File: src/rtl/kmx_pkg.sv
package kmx_pkg;
  localparam int SEL_W  = 3;
  localparam int CODE_W = 2 * SEL_W;

  typedef struct packed {
    logic [SEL_W-1:0] col;
    logic [SEL_W-1:0] row;
  } kmx_pos_t;
endpackage

File: src/rtl/kmx_stepper.sv
module kmx_stepper
  import kmx_pkg::*;
#(
  parameter int SETTLE_CYC = 4
) (
  input  logic     clk,
  input  logic     rst_n,
  input  logic     freeze,
  output kmx_pos_t pos,
  output logic     sample,
  output logic     wrap
);
  localparam int CW = (SETTLE_CYC > 1) ? $clog2(SETTLE_CYC) : 1;
  localparam logic [CW-1:0] LAST = CW'(SETTLE_CYC - 1);

  logic [CW-1:0] dwell;

  assign sample = (dwell == LAST) && !freeze;
  assign wrap   = sample && (pos == '1);

  always_ff @(posedge clk) begin
    if (!rst_n) begin
      dwell <= '0;
      pos   <= '0;
    end else if (!freeze) begin
      if (dwell == LAST) begin
        dwell <= '0;
        pos   <= pos + 1'b1;
      end else begin
        dwell <= dwell + 1'b1;
      end
    end
  end
endmodule

File: src/rtl/kmx_tally.sv
module kmx_tally #(
  parameter int GHOST_MIN = 3
) (
  input  logic clk,
  input  logic rst_n,
  input  logic sample,
  input  logic hit,
  input  logic wrap,
  output logic pass_done,
  output logic ghost_risk
);
  localparam int CNT_W = $clog2(GHOST_MIN + 1);
  localparam logic [CNT_W:0] LIM = (CNT_W + 1)'(GHOST_MIN);

  logic [CNT_W-1:0] seen;
  logic [CNT_W:0]   nxt;

  assign nxt = {1'b0, seen} + {{CNT_W{1'b0}}, hit};

  always_ff @(posedge clk) begin
    if (!rst_n) begin
      seen       <= '0;
      pass_done  <= 1'b0;
      ghost_risk <= 1'b0;
    end else begin
      pass_done <= sample && wrap;
      if (sample) begin
        if (wrap) begin
          ghost_risk <= (nxt >= LIM);
          seen       <= '0;
        end else if (nxt >= LIM) begin
          seen <= LIM[CNT_W-1:0];
        end else begin
          seen <= nxt[CNT_W-1:0];
        end
      end
    end
  end
endmodule

File: src/rtl/kmx_scanner.sv
module kmx_scanner
  import kmx_pkg::*;
#(
  parameter int SETTLE_CYC = 4,
  parameter int GHOST_MIN  = 3
) (
  input  logic              clk,
  input  logic              rst_n,
  output logic [SEL_W-1:0]  col_sel,
  output logic [SEL_W-1:0]  row_sel,
  input  logic              sense_n,
  output logic              key_valid,
  input  logic              key_ready,
  output logic [CODE_W-1:0] key_code,
  output logic              pass_done,
  output logic              ghost_risk
);
  kmx_pos_t pos;
  logic     sample, wrap, hit, stall;

  assign stall   = key_valid && !key_ready;
  assign hit     = sample && !sense_n;
  assign col_sel = pos.col;
  assign row_sel = pos.row;

  kmx_stepper #(.SETTLE_CYC(SETTLE_CYC)) u_step (
    .clk(clk), .rst_n(rst_n), .freeze(stall),
    .pos(pos), .sample(sample), .wrap(wrap)
  );

  kmx_tally #(.GHOST_MIN(GHOST_MIN)) u_tally (
    .clk(clk), .rst_n(rst_n), .sample(sample), .hit(hit), .wrap(wrap),
    .pass_done(pass_done), .ghost_risk(ghost_risk)
  );

  always_ff @(posedge clk) begin
    if (!rst_n) begin
      key_valid <= 1'b0;
      key_code  <= '0;
    end else if (hit) begin
      key_valid <= 1'b1;
      key_code  <= pos;
    end else if (key_ready) begin
      key_valid <= 1'b0;
    end
  end
endmodule

File: config.mk
export PLATFORM = sky130hd
export DESIGN_NAME = kmx_scanner
export DESIGN_NICKNAME = d
export VERILOG_FILES = /design/src/rtl/kmx_pkg.sv /design/src/rtl/kmx_stepper.sv /design/src/rtl/kmx_tally.sv /design/src/rtl/kmx_scanner.sv
export SDC_FILE = /design/constraint.sdc
export NUM_CORES = 1
export LEC_CHECK = 0
export ABC_AREA = 1
export BUFFER_PORTS_ARGS = -buffer_cell sky130_fd_sc_hd__buf_2
export CORE_ASPECT_RATIO = 1.4
export CORE_UTILIZATION = 25
export DETAILED_ROUTE_END_ITERATION = 10
export PLACE_DENSITY = 0.54
export SLEW_MARGIN = 10
export SYNTH_ARGS = -nofsm -noshare
export SYNTH_HDL_FRONTEND = slang
export SYNTH_SLANG_ARGS = --single-unit
File: constraint.sdc
create_clock -name clk -period 4.6 [get_ports clk]
set_clock_uncertainty 0.2 [all_clocks]
set_input_delay 0.46 -clock clk [delete_from_list [all_inputs] [get_ports clk]]
set_output_delay 0.46 -clock clk [all_outputs]
set_load 0.05 [all_outputs]
### Yosys cells after proc, flatten, opt, wreduce, memory -nomap -nowiden

Index checks and enable logic that the tools add are counted.

| word-level totals | value |
|---|---|
| register bits after elaboration | 19 |
| bits of input ports | 4 |
| output and inout bits | 15 |
| word-level logic and storage cells | 31 |

| operators by class | value |
|---|---|
| add/subtract/negate cells | 3 |
| order comparisons | 1 |
| eq/ne operators | 2 |
| muxes and demuxes | 5 |
| bitwise operators | 1 |
| reduce and logical (&&, ||, !) cells | 11 |

Operators with widths:

| cell | count |
|---|---|
| adder 6 x 1 -> 6 bit (second input constant) | 1 |
| == test 6 bit (second input constant) | 1 |
| two-way mux 2 bit | 3 |
| logical AND 1 bit | 5 |
| AND reduction 2 bit | 2 |
| adder 2 x 1 -> 3 bit | 1 |
| >= comparator 3 x 2 -> 1 bit (second input constant) | 1 |
| zero test 1 bit | 3 |
| adder 2 x 1 -> 2 bit (second input constant) | 1 |
| == test 2 bit (second input constant) | 1 |
| two-way mux 1 bit | 2 |
| nonzero test 2 bit | 1 |
| inverter 1 bit | 1 |

### Depth between registers and ports, before layout

| depth | value |
|---|---|
| depth in word-level cells | 9 |
| mapped depth | 13 |
| gate-level depth less buffers | 13 |

### Cells and area by module

Synthesis repeated with hierarchy kept, for this count alone.

| unflattened totals | value |
|---|---|
| cells, all modules | 125 |
| area, all modules | 897.1 µm² |

By module, submodules not included:

| module | times used | cells an instance | area each (µm²) | sequential area each (µm²) |
|---|---|---|---|---|
| kmx_stepper | 1 | 48 | 367.9 | 160.2 |
| kmx_scanner | 1 | 46 | 312.8 | 140.1 |
| kmx_tally | 1 | 31 | 216.5 | 80.1 |

### Worst setup path after synthesis

No wires, ideal clock.

| path | value |
|---|---|
| path type | flip-flop to flip-flop |
| from | register key_valid |
| to | register u_tally.seen[0] |
| library setup time | 0.116 ns |
| arrival | 1.815 ns |
| required time | 4.284 ns |
| path slack | 2.469 ns |
| stages on the path, launching flop included | 13 |
| buffers on the path | 0 |
| period minus slack after synthesis | 2.131 ns |
| path through | dfxtp_1 -> nand2_4 -> nand2_4 -> nor2_4 -> ha_1 -> inv_1 -> ha_1 -> nand2_1 -> nand2_1 -> nor2_1 -> nand2_1 -> o21ai_0 -> nor2_1 |

| on the way | value |
|---|---|
| cells in the longest elaborated chain, start to end | 8 |
| elaborated cells between the ends (all ways) | 9 |
| classes of those cells | 1 x add/sub; 1 x order compare; 2 x mux; 5 x reduce/logical |

Ends and longest elaborated chain:

| element | line | text |
|---|---|---|
| start, declared | kmx_scanner.sv:12 | `output logic key_valid,` |
| start signal, assigned | kmx_scanner.sv:38 | `key_valid <= 1'b0;` |
| start signal, assigned | kmx_scanner.sv:41 | `key_valid <= 1'b1;` |
| start signal, assigned | kmx_scanner.sv:44 | `key_valid <= 1'b0;` |
| logical AND 1 bit * | kmx_scanner.sv:21 | `assign stall = key_valid && !key_ready;` |
| zero test 1 bit * | kmx_stepper.sv:18 | `assign sample = (dwell == LAST) && !freeze;` |
| logical AND 1 bit * | kmx_stepper.sv:18 |  |
| logical AND 1 bit * | kmx_scanner.sv:22 | `assign hit = sample && !sense_n;` |
| via hit | kmx_scanner.sv:19 | `logic sample, wrap, hit, stall;` |
| adder 2 x 1 -> 3 bit * | kmx_tally.sv:18 | `assign nxt = {1'b0, seen} + {{CNT_W{1'b0}}, hit};` |
| >= comparator 3 x 2 -> 1 bit | kmx_tally.sv:31 | `end else if (nxt >= LIM) begin` |
| two-way mux 2 bit * | kmx_tally.sv:31 |  |
| two-way mux 2 bit * | kmx_tally.sv:28 | `if (wrap) begin` |
| end signal, assigned | kmx_tally.sv:32 | `seen <= LIM[CNT_W-1:0];` |
| end signal, assigned | kmx_tally.sv:34 | `seen <= nxt[CNT_W-1:0];` |
| end, declared | kmx_tally.sv:15 | `logic [CNT_W-1:0] seen;` |

The timed path passes the listed nets; every way through them passes the cells marked *.
A chain may end at the register's enable or synchronous reset.

### Worst setup path after layout

| path | value |
|---|---|
| from | register u_step.dwell[0] |
| to | register u_tally.seen[0] |

| on the way | value |
|---|---|
| cells in the longest elaborated chain, start to end | 7 |
| elaborated cells between the ends (all ways) | 8 |
| classes of those cells | 1 x add/sub; 1 x order compare; 1 x eq/ne; 2 x mux; 3 x reduce/logical |

Ends and longest elaborated chain:

| element | line | text |
|---|---|---|
| start, declared | kmx_stepper.sv:16 | `logic [CW-1:0] dwell;` |
| start signal, assigned | kmx_stepper.sv:30 | `dwell <= dwell + 1'b1;` |
| == test 2 bit * | kmx_stepper.sv:18 |  |
| logical AND 1 bit * | kmx_stepper.sv:18 |  |
| logical AND 1 bit * | kmx_scanner.sv:22 |  |
| via hit | kmx_scanner.sv:19 |  |
| adder 2 x 1 -> 3 bit * | kmx_tally.sv:18 |  |
| >= comparator 3 x 2 -> 1 bit | kmx_tally.sv:31 |  |
| two-way mux 2 bit * | kmx_tally.sv:31 |  |
| two-way mux 2 bit * | kmx_tally.sv:28 |  |

Marked as above.

==> metrics.md <==
| Metric | Value |
|---|---|
| Status | completed |
| Tmin final | 2.05 ns |
| Core footprint | 0.00335 mm^2 |
| Startpoint Class | flip-flop |
| DRC Markers | 0 |
| Slowest-stage cell, CP | dfxtp_1 |
| Cts bufs inserted | 3 |
| Syn Area/Cell | 7.75 um^2 |
| CP delay by family, top | adder cells |
| CP Max Fanout | 9 |
| Peak supply drop | 0.000138 V |
| Area of the multi-input gates | 438 um^2 |
| Most frequent cells in the layout | 27 x nor2_1, 19 x dfxtp_1, 18 x buf_2 |
| Slowest stage delay, CP | 0.36 ns |
| Max_slew headroom | 78.3% |
| Setup Buffers After CTS | 0 |
| Critical path endpoint category | flip-flop |
| Critical path class | flip-flop to flip-flop |
| Routed wire per std cell | 10.4 um |
| I/O pin total | 19 |
| Wl on met1 | 779 um |
| PwrDens | 324 mW/mm^2 |
| Clock transition at the registers of the reported paths | 0.07 ns |
| Starting Density | 26.2% |
| Die Width | 52.0 um |
| Hold crit path type | flip-flop to flip-flop |
| Die footprint | 0.00375 mm^2 |
| Fill cells | 375 |
| DR top layer | met4 |
| Final Setup Violations | 0 |
| Syn Std Cell Area | 876 um^2 |
| CTS sink count | 19 |
| Pin count of the biggest net entering global routing | 21 |
| Remaining Overflow, GRT | 0 |
| Net Count, Synth | 122 |
| Routed vias/inst | 4.39 |
| Sequential element share of the synthesized area | 43.4% |
| Fin Setup TNS | 0 ns |
| DR iter-0 viols | 13 |
| Row cnt | 25 |
| Hold slack final | 0.268 ns |
| Commonest non-fill, non-tap cell in the layout | nor2_1 |
| Final nets | 143 |
| Data arrival, critical path | 2.00 ns |
| Max_cap viols | 0 |
| Period utilization | 44.6% |
| Final hold vios | 0 |
| First-pass GRT wire length | 3.15 mm |
| CTS tree | done |
| Leak pwr | 0.551 nW |
| Initial antenna violation count | 0 |
| Die Ht | 72.0 um |
| CTS max path bufs | 2 |
| DR pass1 iterations | 4 |
| PostCTS Resize Cnt | 0 |
| Worst Path Required | 4.55 ns |
| Final Power | 0.340 mW |
| Port Buffers | 18 |
| Crit path cell chain | ha_1, nand2_4, nor2_4, ha_1, inv_1, ha_1, nand2_1, nand2_1, nor2_1, nand2_1, o21ai_0, nor2_1 |
| Vias | 760 |
| RSZ-0062 raised after global routing | false |
| CTS HTree Levels | 1 |
| Synth unique cells | 16 |
| Vias in the first global route | 741 |
| Yosys warns | 0 |
| WL met2 | 930 um |
| WL met3 | 75 um |
| Storage element area | 380 um^2 |
| Fin. max-slew vios | 0 |
| Post-route ant nets | 0 |
| Worst-margin pin slew | 0.326 ns |
| Dpl hpwl | 1.34 mm |
| FMAX | 487 MHz |
| Routed wire length | 1.80 mm |
| Antenna diodes | 0 |
| Cells after synthesis | 113 |
| WP buf/inv | 1 |
| Layout cells sized above 1 | 21.1% |
| RePlAce Congestion | 0.777 |
| Hold_buf cts | 0 |
| Gr usage total | 11.3% |
| #FFs+latches synth | 19 |
| Clk root buf | clkbuf_8 |
| Area Overhead vs Synth | 19.7% |
| Worst skew pair latency | 0.25 ns |
==> per-layer routing <==
| metal | global-route usage [%] | up-vias |
|---|---|---|
| li1 | - | 397 |
| met2 | 19.2 | 17 |
| met3 | 2.10 | 2 |
| met1 | 12.8 | 344 |
| met4 | 6.31 | 0 |
| met5 | 0 | - |
==> power breakdown <==
group	total, mW	switching, mW	internal, mW	leakage (nW)
registers	0.178	0.00612	0.172	0.154
clock network	0.112	0.0510	0.0614	0.0228
logic	0.0493	0.0352	0.0141	0.374
==> logic make-up (layout without fill, tap and decap cells) <==
| family | after synthesis | count (layout) | share of synthesized area, % |
|---|---|---|---|
| xor gates and xnor gates | 1 | 1 | 1.00 |
| and+or+nand+nor | 59 | 59 | 32.0 |
| buffers and inverters | 14 | 34 | 6.57 |
| adders and majority gates | 5 | 5 | 7.14 |
| DFF | 19 | 19 | 43.4 |
| AOI/OAI and AO/OA | 15 | 15 | 9.86 |
==> state kept, by name, summed over array words and instances, names as in the netlist <==
signal,count
key_code,6
key_valid,1
u_step.dwell,2
u_step.pos,6
u_tally.ghost_risk,1
u_tally.pass_done,1
u_tally.seen,2
==> per-stage QoR <==
| stage | worst slack (ns) | std cells | util, % | cell area, um^2 |
|---|---|---|---|---|
| final | 2.55 | 173 | 31.3 | 1050 |
| after CTS | 2.52 | 173 | 31.3 | 1050 |
| after global placement | 2.44 | 169 | 30.0 | 1000 |
| after global routing | 2.31 | 173 | 31.3 | 1050 |
| after detailed placement | 2.39 | 169 | 30.0 | 1000 |
| after floorplan | 2.47 | 113 | - | 876 |
==> worst min-delay path: cells and delay by family, from the launching register on <==
| kind | cells | cell delay (ns) |
|---|---|---|
| simple gates | 2 | 0.11 |
| flops | 1 | 0.31 |
==> synth_stat cells, drive strengths merged <==
master	count	area [um^2]
nor3	1	5.00
xnor2	1	8.76
nand4	2	12.5
buf	2	12.5
o21ai	11	55.1
a21oi	4	31.3
nand2	21	109
ha	5	62.6
nand3	6	30.0
inv	12	45.0
dfxtp	19	380
nor2	29	124
==> final timing paths <==
| kind | start | to | slack [ns] | depth (start not counted) |
|---|---|---|---|---|
| max reg2reg | u_step.dwell[0]$_SDFFE_PN0N_ | u_tally.seen[0]$_SDFFE_PN0N_ | 2.55 | 12 |
| min | u_tally.ghost_risk$_SDFFE_PN0P_ | u_tally.ghost_risk$_SDFFE_PN0P_ | 0.27 | 2 |
| max | u_step.dwell[0]$_SDFFE_PN0N_ | u_tally.seen[0]$_SDFFE_PN0N_ | 2.55 | 12 |
| min reg2reg | u_tally.ghost_risk$_SDFFE_PN0P_ | u_tally.ghost_risk$_SDFFE_PN0P_ | 0.27 | 2 |
==> cell type report <==
type / instances / area share (%)
Clock buffer: 4 / 4.30
Inverter: 12 / 4.30
Multi-Input combinational cell: 80 / 41.8
Sequential cell: 19 / 36.3
Tap cell: 40 / 4.77
Timing Repair Buffer: 18 / 8.59
(Power assumes the default switching activity.)
